==> src/rtl/cmul3_pkg.sv <==
package cmul3_pkg;
    // Multiplier section depth; one more register forms the output stage.
    localparam int MUL_DEPTH = 4;
    localparam int LATENCY   = MUL_DEPTH + 1;

    typedef enum logic [2:0] {
        TS_IDLE,
        TS_MUL_AC,
        TS_MUL_BD,
        TS_MUL_SUM,
        TS_COMBINE
    } ts_state_e;
endpackage

==> src/rtl/cmul3_pipe.sv <==
module cmul3_pipe
    import cmul3_pkg::*;
#(
    parameter int W = 8
) (
    input  logic                  clk,
    input  logic                  rst_n,
    input  logic                  in_valid,
    input  logic signed [W-1:0]   a,
    input  logic signed [W-1:0]   b,
    input  logic signed [W-1:0]   c,
    input  logic signed [W-1:0]   d,
    output logic                  out_valid,
    output logic signed [2*W:0]   out_re,
    output logic signed [2*W:0]   out_im
);
    localparam int SW  = W + 1;
    localparam int MW  = 2 * W;
    localparam int PW  = 2 * W + 2;
    localparam int RW  = 2 * W + 1;
    localparam int DLY = MUL_DEPTH - 2;

    // Stage 1: operands and pre-adder sums
    logic signed [W-1:0]  s1_a, s1_b, s1_c, s1_d;
    logic signed [SW-1:0] s1_sab, s1_scd;
    // Stages 2..MUL_DEPTH: products and their balancing registers
    logic signed [PW-1:0] m0_q [0:DLY];
    logic signed [MW-1:0] m1_q [0:DLY];
    logic signed [MW-1:0] m2_q [0:DLY];
    logic [LATENCY-1:0]   vld_sr;

    always_ff @(posedge clk or negedge rst_n) begin
        if (!rst_n) begin
            s1_a   <= '0;
            s1_b   <= '0;
            s1_c   <= '0;
            s1_d   <= '0;
            s1_sab <= '0;
            s1_scd <= '0;
            for (int k = 0; k <= DLY; k++) begin
                m0_q[k] <= '0;
                m1_q[k] <= '0;
                m2_q[k] <= '0;
            end
            out_re <= '0;
            out_im <= '0;
            vld_sr <= '0;
        end else begin
            s1_a   <= a;
            s1_b   <= b;
            s1_c   <= c;
            s1_d   <= d;
            s1_sab <= SW'(a) + SW'(b);
            s1_scd <= SW'(c) + SW'(d);
            m0_q[0] <= PW'(s1_sab) * PW'(s1_scd);
            m1_q[0] <= MW'(s1_a) * MW'(s1_c);
            m2_q[0] <= MW'(s1_b) * MW'(s1_d);
            for (int k = 1; k <= DLY; k++) begin
                m0_q[k] <= m0_q[k-1];
                m1_q[k] <= m1_q[k-1];
                m2_q[k] <= m2_q[k-1];
            end
            out_re <= RW'(m1_q[DLY]) - RW'(m2_q[DLY]);
            out_im <= RW'(m0_q[DLY] - PW'(m1_q[DLY]) - PW'(m2_q[DLY]));
            vld_sr <= {vld_sr[LATENCY-2:0], in_valid};
        end
    end

    assign out_valid = vld_sr[LATENCY-1];
endmodule

==> src/rtl/cmul3_seq.sv <==
module cmul3_seq
    import cmul3_pkg::*;
#(
    parameter int W = 8
) (
    input  logic                  clk,
    input  logic                  rst_n,
    input  logic                  in_valid,
    output logic                  in_ready,
    input  logic signed [W-1:0]   a,
    input  logic signed [W-1:0]   b,
    input  logic signed [W-1:0]   c,
    input  logic signed [W-1:0]   d,
    output logic                  out_valid,
    output logic signed [2*W:0]   out_re,
    output logic signed [2*W:0]   out_im
);
    localparam int SW = W + 1;
    localparam int MW = 2 * W;
    localparam int PW = 2 * W + 2;
    localparam int RW = 2 * W + 1;

    ts_state_e state, state_nx;

    logic signed [SW-1:0] ra, rb, rc, rd, rsab, rscd;
    logic signed [SW-1:0] op_x, op_y;
    logic signed [PW-1:0] prod;
    logic signed [MW-1:0] p_ac, p_bd;
    logic signed [PW-1:0] p_sum;

    // State register
    always_ff @(posedge clk or negedge rst_n) begin
        if (!rst_n) state <= TS_IDLE;
        else        state <= state_nx;
    end

    always_comb begin
        state_nx = state;
        unique case (state)
            TS_IDLE:    if (in_valid) state_nx = TS_MUL_AC;
            TS_MUL_AC:  state_nx = TS_MUL_BD;
            TS_MUL_BD:  state_nx = TS_MUL_SUM;
            TS_MUL_SUM: state_nx = TS_COMBINE;
            TS_COMBINE: state_nx = TS_IDLE;
            default:    state_nx = TS_IDLE;
        endcase
    end

    // The one shared multiplier, operands chosen by state
    always_comb begin
        op_x = '0;
        op_y = '0;
        unique case (state)
            TS_MUL_AC:  begin op_x = ra;   op_y = rc;   end
            TS_MUL_BD:  begin op_x = rb;   op_y = rd;   end
            TS_MUL_SUM: begin op_x = rsab; op_y = rscd; end
            default:    begin op_x = '0;   op_y = '0;   end
        endcase
    end
    assign prod     = PW'(op_x) * PW'(op_y);
    assign in_ready = (state == TS_IDLE);

    // Outputs and datapath registers
    always_ff @(posedge clk or negedge rst_n) begin
        if (!rst_n) begin
            ra <= '0; rb <= '0; rc <= '0; rd <= '0;
            rsab <= '0; rscd <= '0;
            p_ac <= '0; p_bd <= '0; p_sum <= '0;
            out_re <= '0; out_im <= '0;
            out_valid <= 1'b0;
        end else begin
            out_valid <= 1'b0;
            unique case (state)
                TS_IDLE: if (in_valid) begin
                    ra   <= SW'(a);
                    rb   <= SW'(b);
                    rc   <= SW'(c);
                    rd   <= SW'(d);
                    rsab <= SW'(a) + SW'(b);
                    rscd <= SW'(c) + SW'(d);
                end
                TS_MUL_AC:  p_ac  <= MW'(prod);
                TS_MUL_BD:  p_bd  <= MW'(prod);
                TS_MUL_SUM: p_sum <= prod;
                TS_COMBINE: begin
                    out_re    <= RW'(p_ac) - RW'(p_bd);
                    out_im    <= RW'(p_sum - PW'(p_ac) - PW'(p_bd));
                    out_valid <= 1'b1;
                end
                default: ;
            endcase
        end
    end
endmodule

==> src/rtl/cmul3_narrow.sv <==
module cmul3_narrow #(
    parameter int IW = 17,
    parameter int OW = 8
) (
    input  logic signed [IW-1:0] full,
    input  logic                 rnd,
    output logic signed [OW-1:0] q
);
    localparam int SH = IW - OW;
    localparam logic signed [IW:0] HALF = (IW+1)'(1) << (SH - 1);

    logic signed [IW:0] biased;

    assign biased = {full[IW-1], full} + (rnd ? HALF : '0);
    assign q      = OW'(biased >>> SH);
endmodule

==> src/rtl/cmul3.sv <==
module cmul3
    import cmul3_pkg::*;
#(
    parameter int W      = 8,
    parameter int NW     = 8,
    parameter bit SHARED = 1'b0
) (
    input  logic                 clk,
    input  logic                 rst_n,
    input  logic                 in_valid,
    output logic                 in_ready,
    input  logic signed [W-1:0]  a_re,
    input  logic signed [W-1:0]  a_im,
    input  logic signed [W-1:0]  b_re,
    input  logic signed [W-1:0]  b_im,
    input  logic                 rnd_sel,
    output logic                 out_valid,
    output logic signed [2*W:0]  out_re,
    output logic signed [2*W:0]  out_im,
    output logic signed [NW-1:0] out_re_n,
    output logic signed [NW-1:0] out_im_n
);
    localparam int RW = 2 * W + 1;

    generate
        if (SHARED) begin : g_shared
            cmul3_seq #(.W(W)) u_core (
                .clk(clk), .rst_n(rst_n), .in_valid(in_valid), .in_ready(in_ready),
                .a(a_re), .b(a_im), .c(b_re), .d(b_im),
                .out_valid(out_valid), .out_re(out_re), .out_im(out_im)
            );
        end else begin : g_pipe
            assign in_ready = 1'b1;
            cmul3_pipe #(.W(W)) u_core (
                .clk(clk), .rst_n(rst_n), .in_valid(in_valid),
                .a(a_re), .b(a_im), .c(b_re), .d(b_im),
                .out_valid(out_valid), .out_re(out_re), .out_im(out_im)
            );
        end
    endgenerate

    cmul3_narrow #(.IW(RW), .OW(NW)) u_nar_re (.full(out_re), .rnd(rnd_sel), .q(out_re_n));
    cmul3_narrow #(.IW(RW), .OW(NW)) u_nar_im (.full(out_im), .rnd(rnd_sel), .q(out_im_n));
endmodule

==> config.mk <==
export PLATFORM = sky130hd
export DESIGN_NAME = cmul3
export DESIGN_NICKNAME = d
export VERILOG_FILES = /design/src/rtl/cmul3_pkg.sv /design/src/rtl/cmul3_pipe.sv /design/src/rtl/cmul3_seq.sv /design/src/rtl/cmul3_narrow.sv /design/src/rtl/cmul3.sv
export SDC_FILE = /design/constraint.sdc
export NUM_CORES = 1
export LEC_CHECK = 0
export BUFFER_PORTS_ARGS = -buffer_cell sky130_fd_sc_hd__clkbuf_2
export CORE_UTILIZATION = 65
export CTS_CLUSTER_DIAMETER = 80
export DETAILED_ROUTE_END_ITERATION = 10
export GPL_TIMING_DRIVEN = 0
export PLACE_DENSITY = 0.85
export SLEW_MARGIN = 20
export SYNTH_ARGS = -nofsm -noshare
export SYNTH_HDL_FRONTEND = slang
export SYNTH_HIERARCHICAL = 1
export SYNTH_SLANG_ARGS = --single-unit
==> constraint.sdc <==
create_clock -name clk -period 9.05 [get_ports clk]
set_clock_uncertainty 0.1 [all_clocks]
set_input_delay 0.905 -clock clk [delete_from_list [all_inputs] [get_ports clk]]
set_output_delay 0.905 -clock clk [all_outputs]
set_load 0.05 [all_outputs]
* After elaboration in Yosys (flattened, before gate mapping) *
Index checks and enable logic that the tools add are counted.

word-level totals
  register bits after elaboration = 236
  word-level logic and storage cells = 29
  output and inout bits = 52
  input bits = 36

operators by class
  multiplexer cells = 1
  multipliers = 3
  add/sub/neg operators = 7

operator list
  cell                          count
  adder 17 x 9 -> 17 bit        2
  subtractor 17 x 16 -> 17 bit  2
  multiplier 8 x 8 -> 16 bit    2
  adder 8 x 8 -> 9 bit          2
  multiplier 9 x 9 -> 17 bit    1
  subtractor 16 x 16 -> 17 bit  1
  two-way mux 9 bit             1

* Longest topological paths before layout *
Gate-level depths: netlist of the first run.

  depth in word-level cells = 2
  mapped depth = 18
  depth with buffers taken out = 18

* Cells and area by module *
Netlist of the first run, hierarchy kept.

by module, submodules not included
  module        cells each  times used  area each (um2)  seq. area each (um2)
  cmul3_pipe    1468        1           16437.0          5905.7
  cmul3_narrow  19          2           136.4            0.0
  cmul3         2           1           11.3             0.0

* Worst setup path before layout of the first run *
OpenSTA, ideal clock, no wires.

  path type = register to register
  from = reg g_pipe.u_core.s1_sab[5]
  to = reg g_pipe.u_core/m0_q[51] (netlist bit)
  stages on the path, launching flop included = 19
  library setup time = 80 ps
  clock period less this slack = 4614 ps
  buffers on the path = 1
  data arrival time = 4434 ps
  path slack = 4436 ps
  required time = 8870 ps
  cells stage by stage = dfrtp_1 > clkbuf_1 > nand2_1 > fa_1 > inv_1 > fa_1 > ha_1 > inv_1 > fa_1 > inv_1 > ha_1 > ha_1 > fa_1 > a21o_1 > a21oi_1 > o211ai_1 > a31o_2 > a21oi_1 > xnor2_1

on the way
  longest elaborated chain between the ends = 1

ends and longest elaborated chain
  what                            line              source
  start: declaration              cmul3_pipe.sv:25  logic signed [SW-1:0] s1_sab, s1_scd;
  start signal: assignment        cmul3_pipe.sv:53  s1_sab <= SW'(a) + SW'(b);
  multiplier 9 x 9 -> 17 bit      cmul3_pipe.sv:55  m0_q[0] <= PW'(s1_sab) * PW'(s1_scd);
  end signal: indexed assignment  cmul3_pipe.sv:59  m0_q[k] <= m0_q[k-1];
  end: declaration                cmul3_pipe.sv:27  logic signed [PW-1:0] m0_q [0:DLY];

No other way between the ends.

* Final worst setup path of the first run *
  from = reg g_pipe.u_core.s1_scd[1]
  to = reg g_pipe.u_core/m0_q[51] (netlist bit)

on the way
  longest elaborated chain between the ends = 1

ends and longest elaborated chain
  what                        line              source
  start: declaration          cmul3_pipe.sv:25
  start signal: assignment    cmul3_pipe.sv:54  s1_scd <= SW'(c) + SW'(d);
  multiplier 9 x 9 -> 17 bit  cmul3_pipe.sv:55

No other way between the ends.

==> impl_results.md, run 1 <==
- Sink Count: 236
- CP Data Required Time: 9.37 ns
- Yosys cell types: 67
- Layout cell share with drive strength beyond 1: 8.89%
- First-pass GRT wire length: 55000 µm
- Clock slew at reported path FFs: 0.06 ns
- Root buffer cell: clkbuf_16
- CTS Buf Count: 25
- Sequential fraction of the synthesis area: 35.3%
- Post-Route WL: 32200 µm
- Ranking of synthesized cells by area: dfrtp_1, fa_1, ha_1
- Syn_nets: 1900
- RSZ-0062 raised after global routing: no
- Die width: 162 µm
- Htree depth: 1
- Final-stage net count: 2015
- Routed via count: 10700
- Slew Limit Fails: 0
- Async SR Flop Fraction: 100%
- Worst EP arrival: 5.60 ns
- IO Port Bufs: 86
- Setup TNS: 0 ns
- Share of the clock period used by the worst path after layout: 58.4%
- Max-Cap Viols: 0
- Grt total ovfl: 0
- CP Capture Type: flop
- CP Max Fanout: 9
- Clock Latency Late Sink: 0.53 ns
- HPWL after detailed placement: 25300 µm
- Commonest cells after routing, fill and taps aside: inv_1, dfrtp_1, fa_1
- # setup viols final: 0
- Row Count: 58
- Fin cells: 1972
- Core ar.: 25200 µm²
- Mapped Area: 16700 µm²
- Gr usage total: 26.7%
- Synthesis-to-finish area growth: 10.4%
- Clk buf depth: 3
- PostCTS Resize Cnt: 0
- Vias/cell: 5.43
- CTS Hold Bufs: 0
- Commonest non-fill, non-tap cell in the layout: inv_1
- First-pass iteration count of the detailed router: 5
- Outcome: completed
- Die H: 162 µm
- Min cycle time layout: 5.28 ns
- Final Hold Fails: 0
- Antenna violations before repair: 1
- Ys Warns: 6
- Synth area leader: dfrtp_1
- # DRC: 0
- Inst Count DP: 1926
- Die Area: 26400 µm²
- Yosys top cell area share: 35.3%
- Crit path kind: flop to flop
- Post-CTS Setup Inserts: 0
- Io pins: 88
- Synthesis-stage register bit count: 236
- Wire per inst: 16.3 µm
- Min-delay worst type: input port to asynchronous set/reset pin
- Starting density of the core: 66.4%
- Largest net degree at the start of global routing: 95
- Number of synthesized flops with an enable pin: 0
- Syn avg cell area: 11.1 µm²
- Cells after synthesis: 1508
- Slew @ Worst Pin: 0.544 ns
- Main synth FF type: dfrtp_1
- Vias in the first global route: 11600
- CTS tree: yes
- Fmax: 189 MHz
- Post-DRT Antenna Nets: 0
- Number of DRC markers in iteration 0: 647
- Slew HR: 63.3%
- # diodes: 0
- Gpl congestion: 0.868
- Setup crit start kind: flop
==> cell type report <==
cell class              count  area, µm²
well taps                 330        413
plain buffers              11       45.0
multi-input cells         966       9660
clock inverters            12        143
repair buffers             88        494
inverters                 295       1110
fillers                  1655       6720
clock buffers              34        689
flip-flops and latches    236       5910
==> kinds of logic after synthesis <==
| logic type | after synthesis | synth area share, % |
|---|---|---|
| AND/OR/NAND/NOR | 374 | 11.5 |
| adder cells (fa/ha/maj) | 356 | 35.4 |
| buffers and inverters | 306 | 6.89 |
| flip-flops | 236 | 35.3 |
| AO/OA/AOI/OAI | 134 | 5.56 |
| XOR/XNOR | 100 | 5.24 |
| other | 1 | 0.0224 |
| multiplexers | 1 | 0.0599 |
==> Yosys cell counts, types with 3 or more instances <==
| library cell | count |
|---|---|
| a211oi_1 | 6 |
| a21boi_0 | 8 |
| a21o_1 | 10 |
| a21oi_1 | 30 |
| a311oi_1 | 3 |
| a31o_2 | 3 |
| and2_1 | 105 |
| clkbuf_1 | 10 |
| dfrtp_1 | 236 |
| fa_1 | 196 |
| ha_1 | 160 |
| inv_1 | 295 |
| nand2_1 | 106 |
| nand2b_1 | 18 |
| nand3_1 | 15 |
| nand3b_1 | 5 |
| nand4_1 | 3 |
| nor2_1 | 59 |
| nor2b_1 | 14 |
| nor3_1 | 24 |
| nor3b_1 | 4 |
| o211ai_1 | 3 |
| o21a_1 | 7 |
| o21ai_0 | 24 |
| o21bai_1 | 6 |
| o31ai_1 | 4 |
| or3_1 | 5 |
| xnor2_1 | 75 |
| xor2_1 | 25 |
==> metal layers <==
| layer | vias up | GRT usage, % | share of wire, % |
|---|---|---|---|
| met5 | - | 0 | 0 |
| met4 | 0 | 8.10 | 3.3 |
| met3 | 76 | 2.67 | 4.4 |
| met2 | 304 | 49.5 | 52 |
| met1 | 5410 | 32.8 | 40 |
| li1 | 4911 | - | - |
==> registers in the layout, summed over array words and instances, names as in the netlist <==
register,cells
g_pipe.u_core/out_re,17
g_pipe.u_core/s1_c,8
g_pipe.u_core/s1_b,8
g_pipe.u_core/m2_q,48
g_pipe.u_core/out_im,17
g_pipe.u_core/vld_sr,5
g_pipe.u_core/m0_q,51
g_pipe.u_core/s1_a,8
g_pipe.u_core/s1_d,8
g_pipe.u_core/m1_q,48
g_pipe.u_core/s1_sab,9
g_pipe.u_core/s1_scd,9
==> critical path, stage by stage, from the launching register on <==
cell and delay (ns):
dfrtp_1 0.33, clkbuf_1 0.39, nand2_1 0.14, fa_1 0.52, inv_1 0.05, fa_1 0.47, ha_1 0.29, inv_1 0.05
fa_1 0.49, inv_1 0.05, ha_1 0.28, ha_1 0.22, fa_1 0.47, a21o_1 0.19, a21oi_1 0.30, o211ai_1 0.21
a31o_2 0.27, a21oi_1 0.18, xnor2_1 0.18
==> stage by stage <==
step | worst slack [ns] | utilization [%] | hold slack (ns) | area [µm²]
5_1_grt | 3.55 | 73.3 | 0.242 | 18500
2_1_floorplan | 4.44 | - | 0.231 | 16700
3_3_place_gp | 2.73 | 69.8 | 0.232 | 17600
6_report | 3.77 | 73.3 | 0.237 | 18500
3_5_place_dp | 3.86 | 70.0 | 0.235 | 17600
4_1_cts | 3.79 | 73.3 | 0.234 | 18500
==> final timing paths <==
check / startpoint / to / slack (ns) / cells after the start
min in group clk: g_pipe.u_core/m2_q[42]$_DFF_PN0_ / g_pipe.u_core/m2_q[26]$_DFF_PN0_ / 0.24 / 0
worst max register to register: g_pipe.u_core/s1_scd[1]$_DFF_PN0_ / g_pipe.u_core/m0_q[51]$_DFF_PN0_ / 3.77 / 18
worst min register to register: g_pipe.u_core/m2_q[42]$_DFF_PN0_ / g_pipe.u_core/m2_q[26]$_DFF_PN0_ / 0.24 / 0
worst max-delay path: g_pipe.u_core/s1_scd[1]$_DFF_PN0_ / g_pipe.u_core/m0_q[51]$_DFF_PN0_ / 3.77 / 18
max in group asynchronous: rst_n / g_pipe.u_core/m0_q[52]$_DFF_PN0_ / 7.39 / 3
worst min-delay path: rst_n / g_pipe.u_core/vld_sr[3]$_DFF_PN0_ / 0.24 / 1
Power of run 1 is not shown: default switching activity piles up to over one toggle a cycle in this logic, so the estimate is an artifact.
==> run 2: changes to the inputs <==
- CORE_UTILIZATION: 65 -> 57
- PLACE_DENSITY: 0.85 -> 0.79
- clock period: 9.05 -> 4.4 ns (I/O delays scaled with it)
==> impl_results.md, run 2 (synthesis gave the netlist of run 1 again) <==
- Outcome: finished, violations left
- Violated checks: setup timing
- DP Worst Slack: -0.418 ns (-4.28 ns)
- Post-DRT Antenna Nets: 0 (unchanged)
- Commonest non-fill, non-tap cell in the layout: inv_1
- Io pins: 88 (unchanged)
- Antenna violations before repair: 1 (unchanged)
- Gpl congestion: 0.861 (-0.82%)
- Sink Count: 236 (unchanged)
- CTS tree: yes
- CP Data Required Time: 4.73 ns (-4.64 ns)
- Layout cell share with drive strength beyond 1: 22.0% (+13 points)
- Slew HR: 61.5% (-1.8 points)
- Hold_sp: g_pipe.u_core/m1_q[32]$_DFF_PN0_
- Reg2reg end: g_pipe.u_core/m0_q[52]$_DFF_PN0_
- WHS Path Cells: 0
- Die width: 173 µm (+6.7%)
- Largest net degree at the start of global routing: 85 (-11%)
- Slew @ Worst Pin: 0.577 ns (+0.0328 ns)
- Core ar.: 28800 µm² (+14%)
- Root buffer cell: clkbuf_16
- RSZ-0062 raised after global routing: yes
- Clock Latency Late Sink: 0.53 ns (about the same)
- Wire per inst: 16.7 µm (+2.5%)
- Worst EP arrival: 4.99 ns (-0.61 ns)
- CTS Buf Count: 25 (unchanged)
- # setup viols final: 7 (+7)
- Slew Limit Fails: 0 (unchanged)
- Gr usage total: 24.2% (-2.5 points)
- Min-delay worst type: flop to flop
- Synthesis-to-finish area growth: 20.8%
- Min cycle time layout: 4.66 ns (-0.619 ns)
- Final Hold Fails: 0 (unchanged)
- Die H: 173 µm (+6.7%)
- Routed via count: 11200 (+4.4%)
- Crit path kind: flop to flop
- Final core occ: 70.2% (-3.1 points)
- Placed cell area: 17800 µm² (+0.82%)
- Max-Cap Viols: 0 (unchanged)
- Reg2Reg Depth: 14 (-4)
- R2R Setup Slk: -0.26 ns (-4.03 ns)
- # DRC: 0 (unchanged)
- First-pass iteration count of the detailed router: 5 (unchanged)
- Htree depth: 1 (unchanged)
- Setup crit start kind: flop
- CP Capture Type: flop
- Commonest cells after routing, fill and taps aside: inv_1, dfrtp_1, fa_1
- Max reg flops: 51 (unchanged)
- Reg2reg start: g_pipe.u_core/s1_sab[2]$_DFF_PN0_
- Top delay family on crit path: adder cells
- Clk buf depth: 3 (unchanged)
- Fmax: 214 MHz (+13%)
- CP bufs+invs: 1 (-3)
- Vias in the first global route: 12100 (+4.4%)
- Die Area: 30000 µm² (+14%)
- Top reg by flops: g_pipe.u_core/m0_q
- Post-route setup slack: -0.264 ns (-4.03 ns)
- Grt total ovfl: 0 (unchanged)
- Share of the clock period used by the worst path after layout: 106% (+48 points)
- Fin cells: 2141 (+8.6%)
- Final-stage net count: 2129 (+5.7%)
- Post-Route WL: 35800 µm (+11%)
- Worst path slowest cell: fa_1
- Inst Count DP: 1980 (+2.8%)
- Row Count: 62 (+6.9%)
- CP max stage delay: 0.47 ns (-0.05 ns)
- HPWL after detailed placement: 24700 µm (-2.2%)
- Biggest registers after layout: g_pipe.u_core/m0_q x51, g_pipe.u_core/m1_q x48, g_pipe.u_core/m2_q x48
- Number of DRC markers in iteration 0: 511 (-21%)
- WHS Endpoint: g_pipe.u_core/m1_q[16]$_DFF_PN0_
- Clock slew at reported path FFs: 0.06 ns (about the same)
- First-pass GRT wire length: 57900 µm (+5.4%)
- Starting density of the core: 58.1% (-8.3 points)
- CP Max Fanout: 5 (-4)
- Vias/cell: 5.22 (-3.8%)
- Final Instance Area: 20200 µm² (+9.4%)
- Fillers: 1973 (+19%)
- CP cell instances: buf_4, and2_1, fa_1, fa_1, ha_1, fa_1, ha_1, ha_1, a21o_1, a211oi_4, o21ai_2, a31o_2, o41ai_2, xnor2_1
- IO Port Bufs: 86 (unchanged)
run 2: per-stage QoR:
stage | TNS [ns] | hold slack (ns)
2_1_floorplan | 0 | 0.0444
3_3_place_gp | -364.85 | 0.232
3_5_place_dp | -2.45 | 0.235
4_1_cts | -0.419 | 0.245
5_1_grt | -2.22 | 0.253
6_report | -1.04 | 0.245
run 2: repair_timing:
| action | in CTS | in global routing |
|---|---|---|
| setup endpoints to repair | 13 | 16 |
| endpoints found under the hold margin | 105 | 0 |
| pin swaps | 52 | 51 |
| hold buffers | 34 | 0 |
| setup buffers | 66 | 18 |
| resized for setup | 97 | 85 |
| cloned | 1 | 0 |
run 2: routing by layer:
layer	wire, µm	track usage, %
met3	1720	3.31
met5	0	0
met4	1380	8.74
met1	14000	29.5
met2	18700	43.8
run 2: cell type report:
class                   count  area [µm²]  share of cell area [%]
plain buffers               9         120                   0.595
multi-input cells         966       10200                    50.5
flip-flops and latches    236        5950                    29.5
clock inverters            15         156                   0.774
repair buffers            204        1500                    7.44
inverters                 295        1110                    5.50
well taps                 384         480                    2.38
diodes                      1        2.50                  0.0124
clock buffers              31         668                    3.31
run 2: worst max-delay path by stage:
| stage | cells after the start | from | slack (ns) | end |
|---|---|---|---|---|
| 3_5_place_dp | 14 | g_pipe.u_core/s1_scd[6]$_DFF_PN0_ | -0.42 | g_pipe.u_core/m0_q[52]$_DFF_PN0_ |
| 6_report | 14 | g_pipe.u_core/s1_sab[2]$_DFF_PN0_ | -0.26 | g_pipe.u_core/m0_q[52]$_DFF_PN0_ |
| 3_3_place_gp | 1 | rst_n | -1.57 | g_pipe.u_core/vld_sr[4]$_DFF_PN0_ |
| 5_1_grt | 17 | g_pipe.u_core/s1_sab[5]$_DFF_PN0_ | -0.35 | g_pipe.u_core/m0_q[52]$_DFF_PN0_ |
| 4_1_cts | 14 | g_pipe.u_core/s1_sab[4]$_DFF_PN0_ | -0.19 | g_pipe.u_core/m0_q[52]$_DFF_PN0_ |
| 2_1_floorplan | 14 | g_pipe.u_core/s1_scd[1]$_DFF_PN0_ | 0.005 | g_pipe.u_core/m0_q[52]$_DFF_PN0_ |
Power of run 2 is left out for the same reason.
==> run 3: changes to the inputs <==
- BUFFER_PORTS_ARGS: -buffer_cell sky130_fd_sc_hd__clkbuf_2 -> not set
- CORE_UTILIZATION: 57 -> 59
- DONT_BUFFER_PORTS: not set -> 1
==> impl_results.md, run 3 (synthesis gave the netlist of run 1 again) <==
- Outcome: finished, violations left
- Violated checks: hold timing, setup timing
- Layout cell share with drive strength beyond 1: 15.6% (-6.4 points)
- Grt total ovfl: 0 (unchanged)
- Clock slew at reported path FFs: 0.06 ns (about the same)
- Wire per inst: 17.7 µm (+5.8%)
- Setup crit start kind: flop
- Routed via count: 10700 (-4.0%)
- Die H: 170 µm (-1.7%)
- Final-stage net count: 2020 (-5.1%)
- First-pass GRT wire length: 57200 µm (-1.2%)
- DP Worst Slack: -0.465 ns (-0.0468 ns)
- Gr usage total: 25.4% (+1.2 points)
- Starting density of the core: 60.0% (+1.9 points)
- RSZ-0062 raised after global routing: yes
- CP Data Required Time: 4.68 ns (-0.05 ns)
- Commonest cells after routing, fill and taps aside: inv_1, dfrtp_1, fa_1
- Setup TNS: -0.717 ns (+0.327 ns)
- Die Area: 29000 µm² (-3.4%)
- Largest net degree at the start of global routing: 237 (+180%)
- First-pass iteration count of the detailed router: 5 (unchanged)
- IO Port Bufs: 0 (-100%)
- CTS Hold Bufs: 33 (-2.9%)
- Sink Count: 236 (unchanged)
- CP Max Fanout: 5 (unchanged)
- Placed cell area: 17300 µm² (-2.8%)
- Slew @ Worst Pin: 1.10 ns (+0.524 ns)
- Synthesis-to-finish area growth: 16.1%
- Clock Latency Late Sink: 0.53 ns (about the same)
- Post-route setup slack: -0.325 ns (-0.0605 ns)
- Fmax: 212 MHz (-1.3%)
- # setup viols final: 5 (-2)
- Commonest non-fill, non-tap cell in the layout: inv_1
- Clk buf depth: 3 (unchanged)
- CTS tree: yes
- Top reg by flops: g_pipe.u_core/m0_q
- Io pins: 88 (unchanged)
- Core ar.: 27900 µm² (-3.2%)
- CP Capture Type: flop
- HPWL after detailed placement: 24700 µm (-0.22%)
- Vias in the first global route: 11800 (-2.6%)
- Crit path kind: flop to flop
- Worst EP arrival: 5.00 ns (about the same)
- Root buffer cell: clkbuf_16
- Final Hold Fails: 236 (+236)
- Max-Cap Viols: 0 (unchanged)
- # DRC: 0 (unchanged)
- Post-DRT Antenna Nets: 0 (unchanged)
- Number of DRC markers in iteration 0: 560 (+9.6%)
- Max reg flops: 51 (unchanged)
- Share of the clock period used by the worst path after layout: 107% (+1.4 points)
- R2R Setup Slk: -0.32 ns (-0.06 ns)
- Min-delay worst type: input port to asynchronous set/reset pin
- Slew Limit Fails: 0 (unchanged)
- CTS Buf Count: 23 (-8.0%)
- Final Instance Area: 19400 µm² (-3.9%)
- Post-Route WL: 35800 µm (-0.22%)
- Vias/cell: 5.31 (+1.8%)
- Antenna violations before repair: 2 (+1)
- Hold WS: -0.503 ns (-0.748 ns)
- Min cycle time layout: 4.72 ns (+0.0605 ns)
- Biggest registers after layout: g_pipe.u_core/m0_q x51, g_pipe.u_core/m1_q x48, g_pipe.u_core/m2_q x48
- Htree depth: 1 (unchanged)
- Gpl congestion: 0.869 (+0.98%)
- Slew HR: 26.1% (-35 points)
- Die width: 170 µm (-1.7%)
- Row Count: 61 (-1.6%)
- # diodes: 0 (-1)
==> run 3: changes by cell type in the layout (fill, tap and decap cells not counted), moves of 4 or more <==
| cell | change |
|---|---|
| buf_4 | -8 |
| buf_6 | -7 |
| buf_8 | +4 |
| clkbuf_2 | -85 |
| clkbuf_8 | -8 |
| clkinv_2 | -4 |
| nand2_1 | +6 |
| nand2_2 | -7 |
==> run 3: final cells by class <==
| cell class | count | area [µm²] |
|---|---|---|
| plain buffers | 8 | 111 |
| multi-input cells | 966 | 10200 |
| inverters | 295 | 1110 |
| clock inverters | 14 | 186 |
| fillers | 1933 | 8450 |
| well taps | 378 | 473 |
| flip-flops and latches | 236 | 5950 |
| clock buffers | 25 | 593 |
| repair buffers | 98 | 826 |
==> run 3: per-layer routing <==
layer / track usage, % / part of all wire (%) / vias up
li1: - / - / 4917
met1: 31.5 / 40 / 5453
met2: 46.1 / 52 / 284
met3: 2.86 / 4.3 / 77
met4: 8.42 / 3.4 / 0
met5: 0 / 0 / -
==> run 3: timing repair <==
action | in CTS | in global routing
endpoints found under the hold margin | 271 | 236
setup buffers | 50 | 16
pin swaps | 49 | 47
endpoints found under the setup margin | 13 | 13
resized for setup | 89 | 69
==> run 3: path summary, 6_finish.rpt <==
kind,startpoint,end,depth (start not counted)
min in group clk,b_im[5],g_pipe.u_core/s1_scd[5]$_DFF_PN0_,2
min,rst_n,g_pipe.u_core/vld_sr[4]$_DFF_PN0_,0
max,g_pipe.u_core/s1_sab[6]$_DFF_PN0_,g_pipe.u_core/m0_q[52]$_DFF_PN0_,16
min reg2reg,g_pipe.u_core/m0_q[46]$_DFF_PN0_,g_pipe.u_core/m0_q[28]$_DFF_PN0_,0
max in group asynchronous,rst_n,g_pipe.u_core/s1_b[3]$_DFF_PN0_,0
max reg2reg,g_pipe.u_core/s1_sab[6]$_DFF_PN0_,g_pipe.u_core/m0_q[52]$_DFF_PN0_,16
==> run 3: critical path: stages, from the launching register on <==
cell and delay (ns):
dfrtp_1 0.37, buf_8 0.13, buf_4 0.10, nand2_1 0.07, fa_1 0.55, inv_1 0.06
fa_1 0.46, ha_1 0.31, fa_1 0.59, ha_4 0.25, ha_1 0.27, a21o_1 0.20
a211oi_4 0.28, o21ai_2 0.09, a31o_2 0.24, o41ai_2 0.31, xnor2_1 0.18
==> run 3: through the flow <==
step	utilization [%]	instances
finish	69.7	2020
global route	69.7	2020
CTS	68.4	2004
detailed placement	62.0	1886
global placement	62.0	1886
floorplan	-	1508
Power of run 3 is left out for the same reason.
